`config.mk`:
```
export PLATFORM = sky130hd
export DESIGN_NAME = irq_ctrl_front
export DESIGN_NICKNAME = d
export VERILOG_FILES = /design/src/rtl/irq_pkg.sv /design/src/rtl/irq_pin_sync.sv /design/src/rtl/irq_req_flag.sv /design/src/rtl/irq_priority.sv /design/src/rtl/irq_ctrl_front.sv
export SDC_FILE = /design/constraint.sdc
export NUM_CORES = 1
export LEC_CHECK = 0
export BUFFER_PORTS_ARGS = -buffer_cell sky130_fd_sc_hd__buf_2
export CAP_MARGIN = 20
export CORE_AREA = 4 4 63 65
export CTS_CLUSTER_SIZE = 30
export DETAILED_ROUTE_END_ITERATION = 8
export DIE_AREA = 0 0 67 69
export PLACE_DENSITY = 0.77
export SLEW_MARGIN = 5
export SYNTH_ARGS = -nofsm -noshare
export SYNTH_HDL_FRONTEND = slang
export SYNTH_SLANG_ARGS = --single-unit
```
`constraint.sdc`:
```
create_clock -name clk -period 2.43 [get_ports clk]
set_input_delay 0.243 -clock clk [delete_from_list [all_inputs] [get_ports clk]]
set_output_delay 0.243 -clock clk [all_outputs]
set_load 0.03 [all_outputs]
```
`src/rtl/irq_pkg.sv`:
```
package irq_pkg;
  // fixed channel roles
  localparam int CH_PIN    = 0;
  localparam int CH_SHARED = 1;
  localparam int CH_RX     = 2;
  localparam int CH_GEN0   = 3;

  // configuration bit positions
  localparam int CFG_LEVEL_BIT = 0;
  localparam int CFG_SRC_BIT   = 1;

  typedef enum logic [1:0] {
    REG_EN   = 2'd0,
    REG_DMA  = 2'd1,
    REG_CFG  = 2'd2,
    REG_FLAG = 2'd3
  } reg_sel_e;

  // a bit changes when a write carries a value different from the stored one
  function automatic logic bit_changes(input logic wr, input logic new_v, input logic old_v);
    return wr && (new_v != old_v);
  endfunction
endpackage

```
`src/rtl/irq_pin_sync.sv`:
```
module irq_pin_sync #(
  parameter int SYNC_STAGES = 2
) (
  input  logic clk,
  input  logic rst_n,
  input  logic pin_async,
  output logic pin_sync,
  output logic pin_rise
);
  logic [SYNC_STAGES:0] sh_q;

  always_ff @(posedge clk) begin
    if (!rst_n) sh_q <= '0;
    else        sh_q <= {sh_q[SYNC_STAGES-1:0], pin_async};
  end

  assign pin_sync = sh_q[SYNC_STAGES-1];
  assign pin_rise = sh_q[SYNC_STAGES-1] & ~sh_q[SYNC_STAGES];
endmodule

```
`src/rtl/irq_req_flag.sv`:
```
module irq_req_flag (
  input  logic clk,
  input  logic rst_n,
  input  logic set_i,
  input  logic clr_i,
  input  logic force_clr_i,
  output logic flag_o
);
  // forced clear wins, then a new event, then an ordinary clear
  always_ff @(posedge clk) begin
    if (!rst_n)           flag_o <= 1'b0;
    else if (force_clr_i) flag_o <= 1'b0;
    else if (set_i)       flag_o <= 1'b1;
    else if (clr_i)       flag_o <= 1'b0;
  end
endmodule

```
`src/rtl/irq_priority.sv`:
```
module irq_priority #(
  parameter int NUM_CH = 8,
  localparam int IDXW = $clog2(NUM_CH)
) (
  input  logic [NUM_CH-1:0] active,
  output logic              any_o,
  output logic [IDXW-1:0]   idx_o
);
  function automatic logic [IDXW-1:0] lowest_set(input logic [NUM_CH-1:0] v);
    logic [IDXW-1:0] r;
    r = '0;
    for (int i = NUM_CH - 1; i >= 0; i--) begin
      if (v[i]) r = IDXW'(i);
    end
    return r;
  endfunction

  assign any_o = |active;
  assign idx_o = lowest_set(active);
endmodule

```
`src/rtl/irq_ctrl_front.sv`:
```
module irq_ctrl_front
  import irq_pkg::*;
#(
  parameter int NUM_CH      = 8,
  parameter int SYNC_STAGES = 2,
  localparam int IDXW = $clog2(NUM_CH),
  localparam int NGEN = NUM_CH - CH_GEN0
) (
  input  logic              clk,
  input  logic              rst_n,
  input  logic              ext_pin,
  input  logic              timer_evt,
  input  logic              adc_evt,
  input  logic              rx_evt,
  input  logic [NGEN-1:0]   gen_evt,
  input  logic              adc_result_rd,
  input  logic              rx_buf_rd,
  input  logic [1:0]        reg_addr,
  input  logic              reg_wr,
  input  logic [NUM_CH-1:0] reg_wdata,
  output logic [NUM_CH-1:0] reg_rdata,
  output logic              irq_valid,
  output logic [IDXW-1:0]   irq_chan,
  output logic              irq_to_dma,
  input  logic              irq_ack
);
  logic [NUM_CH-1:0] en_q, dma_q;
  logic              level_q, src_q;

  // named internal events
  logic wr_en, wr_dma, wr_cfg, wr_flag;
  logic mode_chg, src_chg;
  logic pin_sync, pin_rise;
  logic [NUM_CH-1:0] sw_clr, ack_vec;
  logic [NUM_CH-1:0] set_v, clr_v, frc_v;
  logic [NUM_CH-1:0] flag_v, pend_vec, active_v;

  assign wr_en   = reg_wr && (reg_addr == REG_EN);
  assign wr_dma  = reg_wr && (reg_addr == REG_DMA);
  assign wr_cfg  = reg_wr && (reg_addr == REG_CFG);
  assign wr_flag = reg_wr && (reg_addr == REG_FLAG);

  assign mode_chg = bit_changes(wr_cfg, reg_wdata[CFG_LEVEL_BIT], level_q);
  assign src_chg  = bit_changes(wr_cfg, reg_wdata[CFG_SRC_BIT], src_q);

  assign sw_clr  = wr_flag ? reg_wdata : '0;
  assign ack_vec = (irq_ack && irq_valid) ? (NUM_CH'(1) << irq_chan) : '0;

  always_ff @(posedge clk) begin
    if (!rst_n) begin
      en_q    <= '0;
      dma_q   <= '0;
      level_q <= 1'b0;
      src_q   <= 1'b0;
    end else begin
      if (wr_en)  en_q  <= reg_wdata;
      if (wr_dma) dma_q <= reg_wdata;
      if (wr_cfg) begin
        level_q <= reg_wdata[CFG_LEVEL_BIT];
        src_q   <= reg_wdata[CFG_SRC_BIT];
      end
    end
  end

  irq_pin_sync #(.SYNC_STAGES(SYNC_STAGES)) u_sync (
    .clk      (clk),
    .rst_n    (rst_n),
    .pin_async(ext_pin),
    .pin_sync (pin_sync),
    .pin_rise (pin_rise)
  );

  // per-channel set / clear / forced-clear rules
  always_comb begin
    set_v = '0;
    clr_v = '0;
    frc_v = '0;
    // external pin: flag used only in edge mode
    set_v[CH_PIN] = ~level_q & pin_rise;
    clr_v[CH_PIN] = sw_clr[CH_PIN] | ack_vec[CH_PIN];
    frc_v[CH_PIN] = mode_chg;
    // shared timer / ADC channel
    set_v[CH_SHARED] = src_q ? adc_evt : timer_evt;
    clr_v[CH_SHARED] = src_q ? adc_result_rd
                             : (sw_clr[CH_SHARED] | ack_vec[CH_SHARED]);
    frc_v[CH_SHARED] = src_chg;
    // serial receive: cleared by buffer read only
    set_v[CH_RX] = rx_evt;
    clr_v[CH_RX] = rx_buf_rd;
    // general event channels
    for (int i = CH_GEN0; i < NUM_CH; i++) begin
      set_v[i] = gen_evt[i - CH_GEN0];
      clr_v[i] = sw_clr[i] | ack_vec[i];
    end
  end

  for (genvar g = 0; g < NUM_CH; g++) begin : g_flag
    irq_req_flag u_flag (
      .clk        (clk),
      .rst_n      (rst_n),
      .set_i      (set_v[g]),
      .clr_i      (clr_v[g]),
      .force_clr_i(frc_v[g]),
      .flag_o     (flag_v[g])
    );
  end

  always_comb begin
    pend_vec = flag_v;
    if (level_q) pend_vec[CH_PIN] = pin_sync;
  end

  assign active_v = pend_vec & en_q;

  irq_priority #(.NUM_CH(NUM_CH)) u_prio (
    .active(active_v),
    .any_o (irq_valid),
    .idx_o (irq_chan)
  );

  assign irq_to_dma = dma_q[irq_chan];

  always_comb begin
    unique case (reg_addr)
      REG_EN:   reg_rdata = en_q;
      REG_DMA:  reg_rdata = dma_q;
      REG_CFG:  begin
        reg_rdata = '0;
        reg_rdata[CFG_LEVEL_BIT] = level_q;
        reg_rdata[CFG_SRC_BIT]   = src_q;
      end
      default:  reg_rdata = pend_vec;
    endcase
  end
endmodule

```
==> flow_summary.toml <==
[clock_tree]
clkSinkCount = 29
root_buffer = "clkbuf_4"
htreeDepth = 2
ctsHoldBuffers = 0
clockBufferDepth = 2
cts_tree = "done"
clock_latency_ns = 0.33
clk_pin_slew_ns = 0.09
cts_made_buffers = 5

[setup_path]
cp-end-kind = "output pin"
cp_data_arrival_time_ns = 2.11
required_ns = 2.19
crit_path_max_fanout = 4
timing.rr.start = "g_flag[2].u_flag.flag_o"
crit_start = "g_flag[3].u_flag.flag_o"
worstSetupStartpointType = "flip-flop"
crit_type = "reg -> out"

[final_layout]
num-fill-cells = 337
final_common_cell = "nand2_1"
final_cell_mix = "38 x nand2_1, 36 x buf_2, 26 x dfxtp_1"
area_growth_pct = 18.82
nNetsFinal = 247
n_antenna_cell = 0
drive_above_1_share_pct = 31.53

[sta]
maxSlewViolCount = 0
setup_violations = 0
max_slew.worst_pin.slew_ns = 0.5828
finClkSkew_ns = 0.003285
slew-limit-headroom_pct = 61.03
max_freq_mhz = 424.3
fin_crit_sh_pct = 97.00
setup_ws_ns = 0.07294
period_minus_slack_ns = 2.357
hold_viol_final = 0
hold_slack_ns = 0.1157

[floorplanning]
die_w_um = 67
core_mm2 = 0.003337
rows = 21
start_util_pct = 49.01
ios = 38
die_area_mm2 = 0.004623
die_h_um = 69

[logic_synthesis]
ys.flop_type = "dfxtp_1"
async_reset_ff_share_pct = 0
synth-edff-count = 0
syn_area_mm2 = 0.001635
synth_nets = 210
ys_warn_count = 0
syn_avg_cell_area_um2 = 8.840
synth_seq_cells = 29
yosysUniqueCellTypes = 39
ys_seq_area_share_pct = 35.50
netlist_instances = 185

[global_route]
use_met2_pct = 25.87
grt_pass1_wl_um = 6575
antenna_found_initial = 0
grt_use_total_pct = 18.37
gr-total-overflow = 0
grt.busiest_layer = "met1"
grt_max_degree = 30
grtUsageMet3_pct = 5.032
grt_pass1_vias = 1413
grtUsageMet1_pct = 26.21

[placed_design]
hpwl_um = 2974
gp_congestion = 0.8470
dp_worst_setup_slack_ns = 0.2731
io_buffers = 37

[route]
route.detailed.drc = 0
wl_per_cell_um = 15.39
drtIter0Drc = 89
drt_pass1_iterations = 4
via_count = 1461
drt-total-wl_um = 4125
viasPerCell = 5.451
ant_nets = 0

[power_and_ir_drop]
power-per-cell-area_mw_per_mm2 = 516.2
leakage_nw = 0.8548
peakVddDrop_v = 0.0003626

[job]
maxCapViolCount = 0

[run_status]
status = "finished, final reports clean"

[hold_path]
hold_start = "gen_evt[1]"
hold_path.class = "in -> reg"
[path summary, 6_finish.rpt]
kind | slack [ns] | end | cells past startpoint
worst min-delay path | 0.12 | g_flag[4].u_flag.flag_o | 2
worst max-delay path | 0.07 | irq_to_dma | 7
worst min register to register | 0.44 | u_sync.sh_q[1] | 1
worst max register to register | 0.63 | g_flag[4].u_flag.flag_o | 6
[flip-flops by register name (all words and copies together) (netlist names)]
name                  cells
g_flag.u_flag.flag_o      8
en_q                      8
src_q                     1
level_q                   1
dma_q                     8
u_sync.sh_q               3
[cell families (layout without fill, tap and decap cells)]
| logic type | count (synthesis) | count (layout) | share of synthesized area, % |
|---|---|---|---|
| compound gates | 47 | 47 | 22.42 |
| xor+xnor | 1 | 1 | 0.5357 |
| buf+inv | 13 | 50 | 3.061 |
| flops | 29 | 29 | 35.50 |
| mux | 23 | 23 | 16.76 |
| simple gates | 72 | 72 | 21.73 |
[metal layers]
| metal | vias up | part of all wire [%] |
|---|---|---|
| li1 | 732 | - |
| met1 | 669 | 46 |
| met2 | 51 | 45 |
| met3 | 9 | 7.7 |
| met4 | 0 | 1.7 |
| met5 | - | 0 |
[worst max-delay path: stages, from the launching register on]
cell and delay, ns:
dfxtp_2 0.36, nand2_2 0.10, a32o_2 0.29, a31oi_4 0.19
mux2_4 0.32, a221oi_2 0.30, nor3_2 0.06, buf_4 0.17
[synth_stat cells, types with 2 or more instances]
| master | count | area [um^2] |
|---|---|---|
| nor3_1 | 2 | 10.01 |
| dfxtp_1 | 29 | 580.6 |
| and3_1 | 2 | 12.51 |
| clkbuf_1 | 7 | 26.28 |
| a22oi_1 | 3 | 22.52 |
| mux2_2 | 7 | 78.83 |
| nor2b_1 | 11 | 68.82 |
| a211oi_1 | 2 | 15.01 |
| nand3b_1 | 2 | 15.01 |
| nor2_1 | 2 | 7.510 |
| inv_1 | 5 | 18.77 |
| mux4_2 | 2 | 45.04 |
| o21a_1 | 5 | 37.54 |
| and2_1 | 6 | 37.54 |
| nand3_1 | 5 | 25.02 |
| nand2_1 | 38 | 142.6 |
| a21oi_1 | 8 | 40.04 |
| o21ai_0 | 4 | 20.02 |
| mux2_4 | 2 | 30.03 |
| a22o_1 | 6 | 52.55 |
| a21boi_0 | 8 | 60.06 |
| mux2i_1 | 12 | 120.1 |
[area by class of cell]
| class | instances | area (um^2) | share of cell area, % |
|---|---|---|---|
| multi-input combinational | 143 | 1030 | 52.99 |
| sequential | 29 | 586.8 | 30.20 |
| timing repair buffer | 38 | 195.2 | 10.05 |
| tap | 46 | 57.56 | 2.962 |
| clock buffer | 7 | 55.05 | 2.833 |
| inverter | 5 | 18.77 | 0.9659 |
[report_power, final]
part	internal [W]	leakage (nW)	switching (W)
clock	0.000136	0.0314	0.000163
sequential	0.000496	0.239	0.0000232
combinational	0.0000795	0.584	0.000105
[timing repair]
action                                  in CTS  in global routing
buffers inserted                             1                  0
pin swaps                                    0                  1
hold endpoints to repair                     0                  0
endpoints found under the setup margin       1                  1
resized for setup                            3                  7
[metrics by stage]
step | area, um^2 | total power [W] | utilization [%] | std cells | setup TNS, ns
after CTS | 1914 | 0.001011 | 57.37 | 268 | 0
after detailed placement | 1847 | 0.0007070 | 55.34 | 260 | 0
after global routing | 1943 | 0.001051 | 58.23 | 268 | -0.01307
after floorplan | 1635 | 0.0006472 | - | 185 | 0
after global placement | 1847 | 0.0007043 | 55.34 | 260 | 0
final | 1943 | 0.001003 | 58.23 | 268 | 0
(Power assumes the default switching activity.)
